$ cat config.mk
export PLATFORM = sky130hd
export DESIGN_NAME = rq_reorder_queue
export DESIGN_NICKNAME = d
export VERILOG_FILES = /design/src/rtl/rq_pkg.sv /design/src/rtl/rq_open_rows.sv /design/src/rtl/rq_pick.sv /design/src/rtl/rq_reorder_queue.sv
export SDC_FILE = /design/constraint.sdc
export NUM_CORES = 1
export LEC_CHECK = 0
export BUFFER_PORTS_ARGS = -buffer_cell sky130_fd_sc_hd__clkbuf_2
export CORE_ASPECT_RATIO = 0.6
export CORE_MARGIN = 2
export CORE_UTILIZATION = 64
export DETAILED_ROUTE_END_ITERATION = 10
export PLACE_DENSITY_LB_ADDON = 0.05
export SLEW_MARGIN = 20
export SYNTH_ARGS = -nofsm -noshare
export SYNTH_HDL_FRONTEND = slang
export SYNTH_SLANG_ARGS = --single-unit
$ cat constraint.sdc
create_clock -name clk -period 27.2 [get_ports clk]
set_clock_uncertainty 0.2 [all_clocks]
set_input_delay 4.08 -clock clk [delete_from_list [all_inputs] [get_ports clk]]
set_output_delay 4.08 -clock clk [all_outputs]
set_load 0.1 [all_outputs]
$ cat src/rtl/rq_pkg.sv
package rq_pkg;
  typedef enum logic [1:0] {
    RSN_OLDEST = 2'd0,
    RSN_QOS    = 2'd1,
    RSN_ROWHIT = 2'd2,
    RSN_READ   = 2'd3
  } rq_reason_e;
endpackage

$ cat src/rtl/rq_open_rows.sv
module rq_open_rows #(
  parameter int DEPTH  = 8,
  parameter int BANK_W = 2,
  parameter int ROW_W  = 10
) (
  input  logic                          clk,
  input  logic                          rst_n,
  input  logic                          upd_en,
  input  logic [BANK_W-1:0]             upd_bank,
  input  logic [ROW_W-1:0]              upd_row,
  input  logic [DEPTH-1:0][BANK_W-1:0]  ent_bank,
  input  logic [DEPTH-1:0][ROW_W-1:0]   ent_row,
  output logic [DEPTH-1:0]              ent_hit
);
  localparam int BANKS = 1 << BANK_W;

  logic             open_vld_q [BANKS];
  logic [ROW_W-1:0] open_row_q [BANKS];

  for (genvar b = 0; b < BANKS; b++) begin : g_bank
    logic bank_we;
    assign bank_we = upd_en && (upd_bank == BANK_W'(b));
    always_ff @(posedge clk or negedge rst_n) begin
      if (!rst_n) begin
        open_vld_q[b] <= 1'b0;
        open_row_q[b] <= '0;
      end else if (bank_we) begin
        open_vld_q[b] <= 1'b1;
        open_row_q[b] <= upd_row;
      end
    end
  end

  always_comb begin
    for (int i = 0; i < DEPTH; i++) begin
      ent_hit[i] = open_vld_q[ent_bank[i]] && (open_row_q[ent_bank[i]] == ent_row[i]);
    end
  end

  // an issue leaves its row open in its bank for the next pick
  p_row_update_r6: assert property (@(posedge clk) disable iff (!rst_n)
    upd_en |=> (open_vld_q[$past(upd_bank)] && open_row_q[$past(upd_bank)] == $past(upd_row)));
endmodule

$ cat src/rtl/rq_pick.sv
module rq_pick #(
  parameter int DEPTH = 8,
  parameter int QOS_W = 2,
  parameter int SEQ_W = 8,
  localparam int IDX_W = $clog2(DEPTH)
) (
  input  logic                         clk,
  input  logic                         rst_n,
  input  logic [DEPTH-1:0]             vld,
  input  logic [DEPTH-1:0]             wr,
  input  logic [DEPTH-1:0]             hit,
  input  logic [DEPTH-1:0][QOS_W-1:0]  qos,
  input  logic [DEPTH-1:0][SEQ_W-1:0]  age,
  output logic                         any,
  output logic [IDX_W-1:0]             win,
  output logic [IDX_W-1:0]             old,
  output rq_pkg::rq_reason_e           reason
);
  localparam int KEY_W = QOS_W + 2;

  logic [DEPTH-1:0][KEY_W-1:0] key;
  logic [KEY_W-1:0]            bkey;
  logic [SEQ_W-1:0]            bage;
  logic [SEQ_W-1:0]            oage;

  always_comb begin
    for (int i = 0; i < DEPTH; i++) key[i] = {qos[i], hit[i], ~wr[i]};
  end

  always_comb begin
    any  = 1'b0;
    win  = '0;
    old  = '0;
    bkey = '0;
    bage = '0;
    oage = '0;
    for (int i = 0; i < DEPTH; i++) begin
      if (vld[i]) begin
        if (!any || key[i] > bkey || (key[i] == bkey && age[i] > bage)) begin
          win  = IDX_W'(i);
          bkey = key[i];
          bage = age[i];
        end
        if (!any || age[i] > oage) begin
          old  = IDX_W'(i);
          oage = age[i];
        end
        any = 1'b1;
      end
    end
  end

  always_comb begin
    if (win == old)                 reason = rq_pkg::RSN_OLDEST;
    else if (qos[win] != qos[old])  reason = rq_pkg::RSN_QOS;
    else if (hit[win] != hit[old])  reason = rq_pkg::RSN_ROWHIT;
    else                            reason = rq_pkg::RSN_READ;
  end

  // the chosen slot holds a request and never ranks below the oldest
  p_win_valid_r5: assert property (@(posedge clk) disable iff (!rst_n)
    any |-> vld[win]);
  p_win_rank_r5: assert property (@(posedge clk) disable iff (!rst_n)
    any |-> (key[win] >= key[old]));
  // the oldest entry is valid and no valid entry is older
  p_old_valid_r8: assert property (@(posedge clk) disable iff (!rst_n)
    any |-> (vld[old] && age[old] >= age[win]));
endmodule

$ cat src/rtl/rq_reorder_queue.sv
module rq_reorder_queue #(
  parameter int DEPTH  = 8,
  parameter int ADDR_W = 16,
  parameter int COL_W  = 4,
  parameter int BANK_W = 2,
  parameter int SRC_W  = 4,
  parameter int QOS_W  = 2,
  parameter int SEQ_W  = 8,
  parameter int TS_W   = 16
) (
  input  logic              clk,
  input  logic              rst_n,
  input  logic              in_valid,
  output logic              in_ready,
  input  logic              in_write,
  input  logic [ADDR_W-1:0] in_addr,
  input  logic [SRC_W-1:0]  in_src,
  input  logic [QOS_W-1:0]  in_qos,
  output logic              out_valid,
  input  logic              out_ready,
  output logic              out_write,
  output logic [ADDR_W-1:0] out_addr,
  output logic              log_valid,
  output logic [SEQ_W-1:0]  log_seq,
  output logic [TS_W-1:0]   log_stamp,
  output logic [SRC_W-1:0]  log_src,
  output logic [QOS_W-1:0]  log_qos,
  output logic [1:0]        log_reason,
  output logic              log_skipped
);
  localparam int ROW_W = ADDR_W - COL_W - BANK_W;
  localparam int IDX_W = $clog2(DEPTH);
  localparam int CNT_W = $clog2(DEPTH + 1);

  logic [DEPTH-1:0]              v_q, v_d, alloc_oh;
  logic [DEPTH-1:0]              wr_q;
  logic [DEPTH-1:0][ADDR_W-1:0]  addr_q;
  logic [DEPTH-1:0][SRC_W-1:0]   src_q;
  logic [DEPTH-1:0][QOS_W-1:0]   qos_q;
  logic [DEPTH-1:0][SEQ_W-1:0]   seq_q;
  logic [DEPTH-1:0][TS_W-1:0]    stamp_q;
  logic [DEPTH-1:0][SEQ_W-1:0]   age;
  logic [DEPTH-1:0][BANK_W-1:0]  ent_bank;
  logic [DEPTH-1:0][ROW_W-1:0]   ent_row;
  logic [DEPTH-1:0]              ent_hit;
  logic [SEQ_W-1:0]              seq_q_ctr, seq_d_ctr;
  logic [TS_W-1:0]               ts_q, ts_d;
  logic [CNT_W-1:0]              count_q, count_d;
  logic                          accept, fire, any;
  logic [IDX_W-1:0]              win, old;
  rq_pkg::rq_reason_e            reason;

  assign in_ready  = ~&v_q;
  assign accept    = in_valid && in_ready;
  assign out_valid = any;
  assign fire      = any && out_ready;

  always_comb begin
    for (int i = 0; i < DEPTH; i++) begin
      age[i]      = seq_q_ctr - seq_q[i];
      ent_bank[i] = addr_q[i][COL_W +: BANK_W];
      ent_row[i]  = addr_q[i][ADDR_W-1 -: ROW_W];
    end
  end

  // lowest free slot receives the new request
  always_comb begin
    logic found;
    found    = 1'b0;
    alloc_oh = '0;
    for (int i = 0; i < DEPTH; i++) begin
      if (!v_q[i] && !found) begin
        alloc_oh[i] = accept;
        found       = 1'b1;
      end
    end
  end

  always_comb begin
    v_d = v_q;
    if (fire) v_d[win] = 1'b0;
    v_d       = v_d | alloc_oh;
    seq_d_ctr = accept ? seq_q_ctr + SEQ_W'(1) : seq_q_ctr;
    ts_d      = ts_q + TS_W'(1);
    count_d   = count_q + CNT_W'(accept) - CNT_W'(fire);
  end

  always_ff @(posedge clk or negedge rst_n) begin
    if (!rst_n) begin
      v_q       <= '0;
      seq_q_ctr <= '0;
      ts_q      <= '0;
      count_q   <= '0;
    end else begin
      v_q       <= v_d;
      seq_q_ctr <= seq_d_ctr;
      ts_q      <= ts_d;
      count_q   <= count_d;
    end
  end

  always_ff @(posedge clk or negedge rst_n) begin
    if (!rst_n) begin
      wr_q    <= '0;
      addr_q  <= '0;
      src_q   <= '0;
      qos_q   <= '0;
      seq_q   <= '0;
      stamp_q <= '0;
    end else begin
      for (int i = 0; i < DEPTH; i++) begin
        if (alloc_oh[i]) begin
          wr_q[i]    <= in_write;
          addr_q[i]  <= in_addr;
          src_q[i]   <= in_src;
          qos_q[i]   <= in_qos;
          seq_q[i]   <= seq_q_ctr;
          stamp_q[i] <= ts_q;
        end
      end
    end
  end

  rq_open_rows #(.DEPTH(DEPTH), .BANK_W(BANK_W), .ROW_W(ROW_W)) u_rows (
    .clk      (clk),
    .rst_n    (rst_n),
    .upd_en   (fire),
    .upd_bank (ent_bank[win]),
    .upd_row  (ent_row[win]),
    .ent_bank (ent_bank),
    .ent_row  (ent_row),
    .ent_hit  (ent_hit)
  );

  rq_pick #(.DEPTH(DEPTH), .QOS_W(QOS_W), .SEQ_W(SEQ_W)) u_pick (
    .clk    (clk),
    .rst_n  (rst_n),
    .vld    (v_q),
    .wr     (wr_q),
    .hit    (ent_hit),
    .qos    (qos_q),
    .age    (age),
    .any    (any),
    .win    (win),
    .old    (old),
    .reason (reason)
  );

  assign out_write   = wr_q[win];
  assign out_addr    = addr_q[win];
  assign log_valid   = fire;
  assign log_seq     = seq_q[win];
  assign log_stamp   = stamp_q[win];
  assign log_src     = src_q[win];
  assign log_qos     = qos_q[win];
  assign log_reason  = reason;
  assign log_skipped = (win != old);

  // room reported exactly while the occupancy count is below capacity
  p_ready_count_r1: assert property (@(posedge clk) disable iff (!rst_n)
    in_ready == (count_q != CNT_W'(DEPTH)));
  // issue side offers a request exactly while something is held
  p_nonempty_r9: assert property (@(posedge clk) disable iff (!rst_n)
    out_valid == (count_q != '0));
  // one sequence step per accepted request
  p_seq_step_r2: assert property (@(posedge clk) disable iff (!rst_n)
    accept |=> (seq_q_ctr == $past(seq_q_ctr) + SEQ_W'(1)));

  for (genvar g = 0; g < DEPTH; g++) begin : g_hold
    // R3 (also R2, R4): a waiting entry keeps its tags and sideband
    p_entry_hold_r3: assert property (@(posedge clk) disable iff (!rst_n)
      v_q[g] |=> (!v_q[g] || ($stable(stamp_q[g]) && $stable(seq_q[g]) &&
                               $stable(src_q[g]) && $stable(addr_q[g]))));
  end
endmodule

==> flow_metrics.env, run 1 <==
export IMPL_via_count=23350
export IMPL_ys_ff_latch=452
export IMPL_grt_max_degree=122
export IMPL_crit_path_start_kind="flop"
export IMPL_place_inst=3319
export IMPL_core_area_mm2=0.04602
export IMPL_layout_common_cells="452 x dfrtp_1, 399 x mux2_2, 187 x ha_1, 156 x nand2_1, 150 x o21ai_0"
export IMPL_chipHeight_um=170.7
export IMPL_initial_core_util=0.6442
export IMPL_status="complete, no violations"
export IMPL_ys_flop_type="dfrtp_1"
export IMPL_stdcell_count=3404
export IMPL_row_count=61
export IMPL_grt_pass1_vias=23060
export IMPL_routed_wl_um=94690
export IMPL_slew_headroom=0.1546
export IMPL_syn_area_mm2=0.02965
export IMPL_tightest_slew_ns=1.255
export IMPL_crit_arrival_ns=21.75
export IMPL_cts_root_buf="clkbuf_16"
export IMPL_max_cap_viol_count=0
export IMPL_rsz0062_at_grt="false"
export IMPL_pin_count=80
export IMPL_worstPathMaxFanout=33
export IMPL_gp_congestion=1.139
export IMPL_cp_num_buf_inv=11
export IMPL_ys_types=73
export IMPL_slew_viol_final=0
export IMPL_areaGrowthSynthToFinish_pct=8.934
export IMPL_cts_tree="built"
export IMPL_via_per_inst=6.860
export IMPL_globalRouteTotalUtil=0.3961
export IMPL_synth_edf_count=0
export IMPL_fin_crit_sh=0.9571
export IMPL_synthArstFlopShare=1.000
export IMPL_setup_viol=0
export IMPL_grt_overflow_total=0
export IMPL_clock_fmax_mhz=38.41
export IMPL_cts_max_level=2
export IMPL_hold_violations=0
export IMPL_end_kind="output port"
export IMPL_ant_nets=0
export IMPL_synthCells=2726
export IMPL_synth_fp_nets=2948
export IMPL_clk_pin_slew_ns=0.07
export IMPL_dieArea_mm2=0.04812
export IMPL_synth_area_per_cell_um2=10.88
export IMPL_hpwl_um=66100
export IMPL_clock_sinks=452
export IMPL_drive_gt1_frac=0.2629
export IMPL_tns_ns=0
export IMPL_ys_seq_area_frac=0.3815
export IMPL_numPortBuffers=79
export IMPL_ctsLongestPathBuffers=3
export IMPL_final_common_cell="dfrtp_1"
export IMPL_drc=0
export IMPL_min_path_type="reg2reg"
export IMPL_drt_pass1_iter_count=7
export IMPL_clock_latency_ns=0.59
export IMPL_cp_required_ns=22.92
export IMPL_slowest_delay_ns=0.97
export IMPL_final_nets=2962
export IMPL_cts_made_buffers=44
export IMPL_grt_pass1_wl_um=142000
export IMPL_setup_worst_path_class="reg2out"
export IMPL_fin_crit_ns=26.03
export IMPL_critPathTopFamily="compound AO/OA/AOI/OAI gates"
export IMPL_antenna_found_initial=3
export IMPL_yosys_warnings=0
export IMPL_crit_slowest_cell="nor2_2"
export IMPL_wl_per_cell_um=27.82
export IMPL_drt_iter0_drc=3187
export IMPL_die_x_um=281.9
[Yosys cell counts, types with 50 or more instances]
cell      number  share of area
a21oi_1      144          0.024
inv_1        136          0.017
o21ai_0      150          0.025
mux2_2       399           0.15
dfrtp_1      452           0.38
ha_1         187          0.079
mux2i_1       67          0.023
nor2_1       132          0.017
nand2_1      157          0.020
xnor2_1      135          0.040
a21o_1        50          0.013
mux4_2        92          0.070
clkbuf_1     111          0.014
a211oi_1      51          0.013
[worst paths after layout]
kind	from	endpoint	slack (ns)	depth (start not counted)
setup / recovery	seq_q_ctr[0]	log_stamp[15]	1.17	91
hold / removal	stamp_q[32]	stamp_q[32]	0.30	2
setup reg to reg	seq_q_ctr[0]	u_rows.open_row_q[21]	5.62	91
hold reg to reg	stamp_q[32]	stamp_q[32]	0.30	2
max in group asynchronous	rst_n	wr_q[5]	21.33	3
min in group asynchronous	rst_n	stamp_q[126]	3.38	1
[stage by stage]
stage	setup WS, ns	hold WS, ns	area (um2)	util
3_5_place_dp	1.958	0.2833	30660	0.6662
6_report	1.167	0.2962	32300	0.7017
3_3_place_gp	2.556	0.2664	30660	0.6662
2_1_floorplan	0.8822	0.2496	29650	-
4_1_cts	1.278	0.2985	32240	0.7004
5_1_grt	0.008425	0.3143	32300	0.7017
[registers in the layout, indices dropped and copies added (netlist names)]
register	flops
v_q	8
seq_q	64
qos_q	16
u_rows.open_row_q	40
stamp_q	128
wr_q	8
ts_q	16
src_q	32
u_rows.open_vld_q	4
seq_q_ctr	8
addr_q	128
[layout make-up]
type	instances	area, um2
multi-input combinational	1979	17340
fill	3376	13730
sequential	452	11310
clock buffer	55	1212
tap	630	788.3
timing repair buffer	126	762.0
inverter	137	514.2
clock inverter	24	361.6
antenna	1	2.502
[cell families after synthesis]
group / synth area share
and+or+nand+nor: 0.07217
DFF: 0.3815
AOI/OAI and AO/OA: 0.1298
xor gates and xnor gates: 0.04874
buffers and inverters: 0.03828
muxes: 0.2448
adders and majority gates: 0.08466
[repair_timing]
action	CTS	global route
endpoints found under the setup margin	0	44
setup buffers	0	4
hold buffers	0	0
resized for setup	0	2
[metal layers]
| metal | track usage | vias up | routed length [um] |
|---|---|---|---|
| met5 | 0.01231 | - | 108 |
| met4 | 0.09875 | 6 | 2244 |
| met3 | 0.1551 | 200 | 13530 |
| met2 | 0.5509 | 1411 | 39050 |
| met1 | 0.5755 | 11690 | 39760 |
| li1 | - | 10040 | - |
[worst reg2reg max path: cells and delay by family (launching register included)]
| kind | cells | cell delay (ns) |
|---|---|---|
| AO/OA/AOI/OAI | 46 | 9.88 |
| AND/OR/NAND/NOR | 20 | 4.04 |
| adder cells (fa/ha/maj) | 10 | 3.05 |
| buffers and inverters | 10 | 1.90 |
| multiplexers | 4 | 1.78 |
| flip-flops | 1 | 0.48 |
| XOR/XNOR | 1 | 0.14 |
Power of run 1 is left out: the tool's default activity adds up to more than one toggle a clock period on the data nets, which glitch-free logic cannot reach.
==> run 2, diff against run 1 <==
Settings changed: REMOVE_ABC_BUFFERS set to 1, SYNTH_HIERARCHICAL set to 1.
==> run 2 against run 1 <==
- core utilization is essentially flat
- worst hold slack lost 0.032 ns
- count of clock-buffer cells in the layout grew 5
- critical path depth shrank 3
- wire length shrank 0.48%
- die area grew 5.3%
- non-clock buffer count grew 13
- first-iteration DRC count shrank 16%
- final cell count grew 4.0%
- sequential share of layout area shrank 1.4 points
- via count grew 2.5%
- maximum frequency grew 1.5%
- critical path type unchanged
- critical endpoint is now log_reason[0]
- largest cell class unchanged
==> flow_metrics.env, run 2 <==
export IMPL_ctsLongestPathBuffers=3
export IMPL_fin_util=0.7014
export IMPL_synth_area_per_cell_um2=11.00
export IMPL_grt_overflow_total=0
export IMPL_synth_top_cell_area_share=0.3621
export IMPL_drt_pass1_iter_count=7
export IMPL_ant_nets=0
export IMPL_gp_congestion=1.000
export IMPL_cts_setup_buffers=0
export IMPL_fin_crit_ns=25.64
export IMPL_grt_pass1_wl_um=143100
export IMPL_status="complete, no violations"
export IMPL_multi_input_comb_area_mm2=0.01866
export IMPL_cts_root_buf="clkbuf_16"
export IMPL_pre_cts_ws_ns=2.178
export IMPL_holdPathStages=2
export IMPL_synthCells=2840
export IMPL_synth_area_top_cells="dfrtp_1 36%, mux2_2 14%, mux4_2 11%, ha_1 7.5%, xnor2_1 3.5%"
export IMPL_tightest_slew_ns=1.183
export IMPL_synth_edf_count=0
export IMPL_end_kind="output port"
export IMPL_initial_core_util=0.6506
export IMPL_fin_area_mm2=0.03368
export IMPL_pin_count=80
export IMPL_slew_headroom=0.2027
export IMPL_timing_rr_end="u_rows/open_row_q[10]"
export IMPL_min_path_type="reg2reg"
export IMPL_max_cap_viol_count=0
export IMPL_numPortBuffers=79
export IMPL_hold_violations=0
export IMPL_hpwl_um=65650
export IMPL_cts_made_buffers=42
export IMPL_holdWs_ns=0.2646
export IMPL_core_area_mm2=0.04802
export IMPL_layout_common_cells="452 x dfrtp_1, 382 x mux2_2, 272 x nand2_1, 187 x ha_1, 161 x inv_1"
export IMPL_ys_seq_area_frac=0.3621
export IMPL_post_synth_top_count_cell="dfrtp_1"
export IMPL_clock_fmax_mhz=39.01
export IMPL_setup_worst_path_class="reg2out"
export IMPL_antenna_found_initial=1
export IMPL_synthTopCellsByCount="452 x dfrtp_1, 382 x mux2_2, 272 x nand2_1"
export IMPL_clk_pin_slew_ns=0.07
export IMPL_regArea_mm2=0.01131
export IMPL_fill_cells=3494
export IMPL_reg2reg_from="seq_q_ctr[1]"
export IMPL_slew_viol_final=0
export IMPL_worstPathMaxFanout=64
export IMPL_synthArstFlopShare=1.000
export IMPL_cts_tree="built"
export IMPL_final_nets=3089
export IMPL_grt_pass1_vias=23410
export IMPL_syn_area_mm2=0.03124
export IMPL_yosys_warnings=6
export IMPL_clock_latency_ns=0.60
export IMPL_grt_max_degree=87
export IMPL_setup_viol=0
export IMPL_hold_path_end="addr_q[115]"
export IMPL_ys_ff_latch=452
export IMPL_r2r_cells=87
export IMPL_largestRegisters="addr_q x128, stamp_q x128, seq_q x64"
export IMPL_synth_largest_area_cell="dfrtp_1"
export IMPL_cts_hold_buf=0
export IMPL_clock_sinks=452
export IMPL_crit_path_start_kind="flop"
export IMPL_cts_repair_resized=0
export IMPL_via_per_inst=6.762
export IMPL_crit_arrival_ns=21.36
export IMPL_drive_gt1_frac=0.2717
export IMPL_rsz0062_at_grt="false"
export IMPL_fin_crit_sh=0.9425
export IMPL_final_common_cell="dfrtp_1"
export IMPL_cpMostUsedCell="o21a_1"
export IMPL_areaGrowthSynthToFinish_pct=7.814
export IMPL_drc=0
export IMPL_setup_ws_ns=1.563
export IMPL_ys_flop_type="dfrtp_1"
export IMPL_cp_required_ns=22.92
export IMPL_die_x_um=289.2
export IMPL_crit_slowest_cell="o31ai_4"
export IMPL_dieArea_mm2=0.05065
export IMPL_r2r_slack_ns=5.56
export IMPL_routed_wl_um=94230
export IMPL_placed_area_mm2=0.03224
export IMPL_cts_max_level=2
export IMPL_globalRouteTotalUtil=0.3745
export IMPL_wl_per_cell_um=26.61
export IMPL_slowest_delay_ns=0.73
export IMPL_via_count=23950
export IMPL_row_count=62
export IMPL_ys_types=88
export IMPL_drt_iter0_drc=2685
export IMPL_chipHeight_um=175.1
export IMPL_worstHoldStart="addr_q[115]"
[run 2: cell families after synthesis]
logic type      after synthesis  synth area share
simple gates                637           0.09709
mux                         630            0.2827
xor+xnor                    155           0.04346
flops                       452            0.3621
buf+inv                     320           0.04254
fa+ha+maj                   195           0.08003
compound gates              451           0.09208
[run 2: how the worst max path moves through the flow]
stage	startpoint	end	cells past startpoint
3_3_place_gp	seq_q_ctr[1]	log_reason[0]	90
3_5_place_dp	seq_q_ctr[1]	log_reason[0]	90
6_report	seq_q_ctr[1]	log_reason[0]	88
4_1_cts	seq_q_ctr[1]	log_reason[0]	87
2_1_floorplan	seq_q_ctr[1]	log_reason[0]	87
5_1_grt	seq_q_ctr[1]	log_reason[0]	88
[run 2: area by class of cell]
type                            count  area share
Timing Repair Buffer              139     0.02578
Sequential cell                   452      0.3358
Tap cell                          640     0.02378
Clock buffer                       60     0.03589
Inverter                          164     0.01850
Multi-Input combinational cell   2068      0.5539
Antenna cell                        1  0.00007430
Clock inverter                     17    0.006241
[run 2: through the flow]
stage,TNS [ns],instances
2_1_floorplan,-0.3484,2684
3_3_place_gp,0,3463
3_5_place_dp,0,3463
4_1_cts,0,3540
5_1_grt,0,3541
6_report,0,3541
[run 2: worst max-delay path, delay by kind of cell, from the launching register on]
| family | cells | cell delay (ns) |
|---|---|---|
| AO/OA/AOI/OAI | 48 | 9.69 |
| buffers and inverters | 8 | 2.24 |
| flip-flops | 1 | 0.72 |
| AND/OR/NAND/NOR | 23 | 4.92 |
| adder cells (fa/ha/maj) | 8 | 2.75 |
| multiplexers | 1 | 0.41 |
[run 2: per-layer routing]
metal  wire [um]  vias up  global-route usage
li1            -    10380                   -
met1       42190    12050              0.5873
met2       38130     1343              0.5089
met3       11930      169              0.1124
met4        1979        0             0.07947
met5           0        -                   0
Power of run 2 is left out for the same reason.
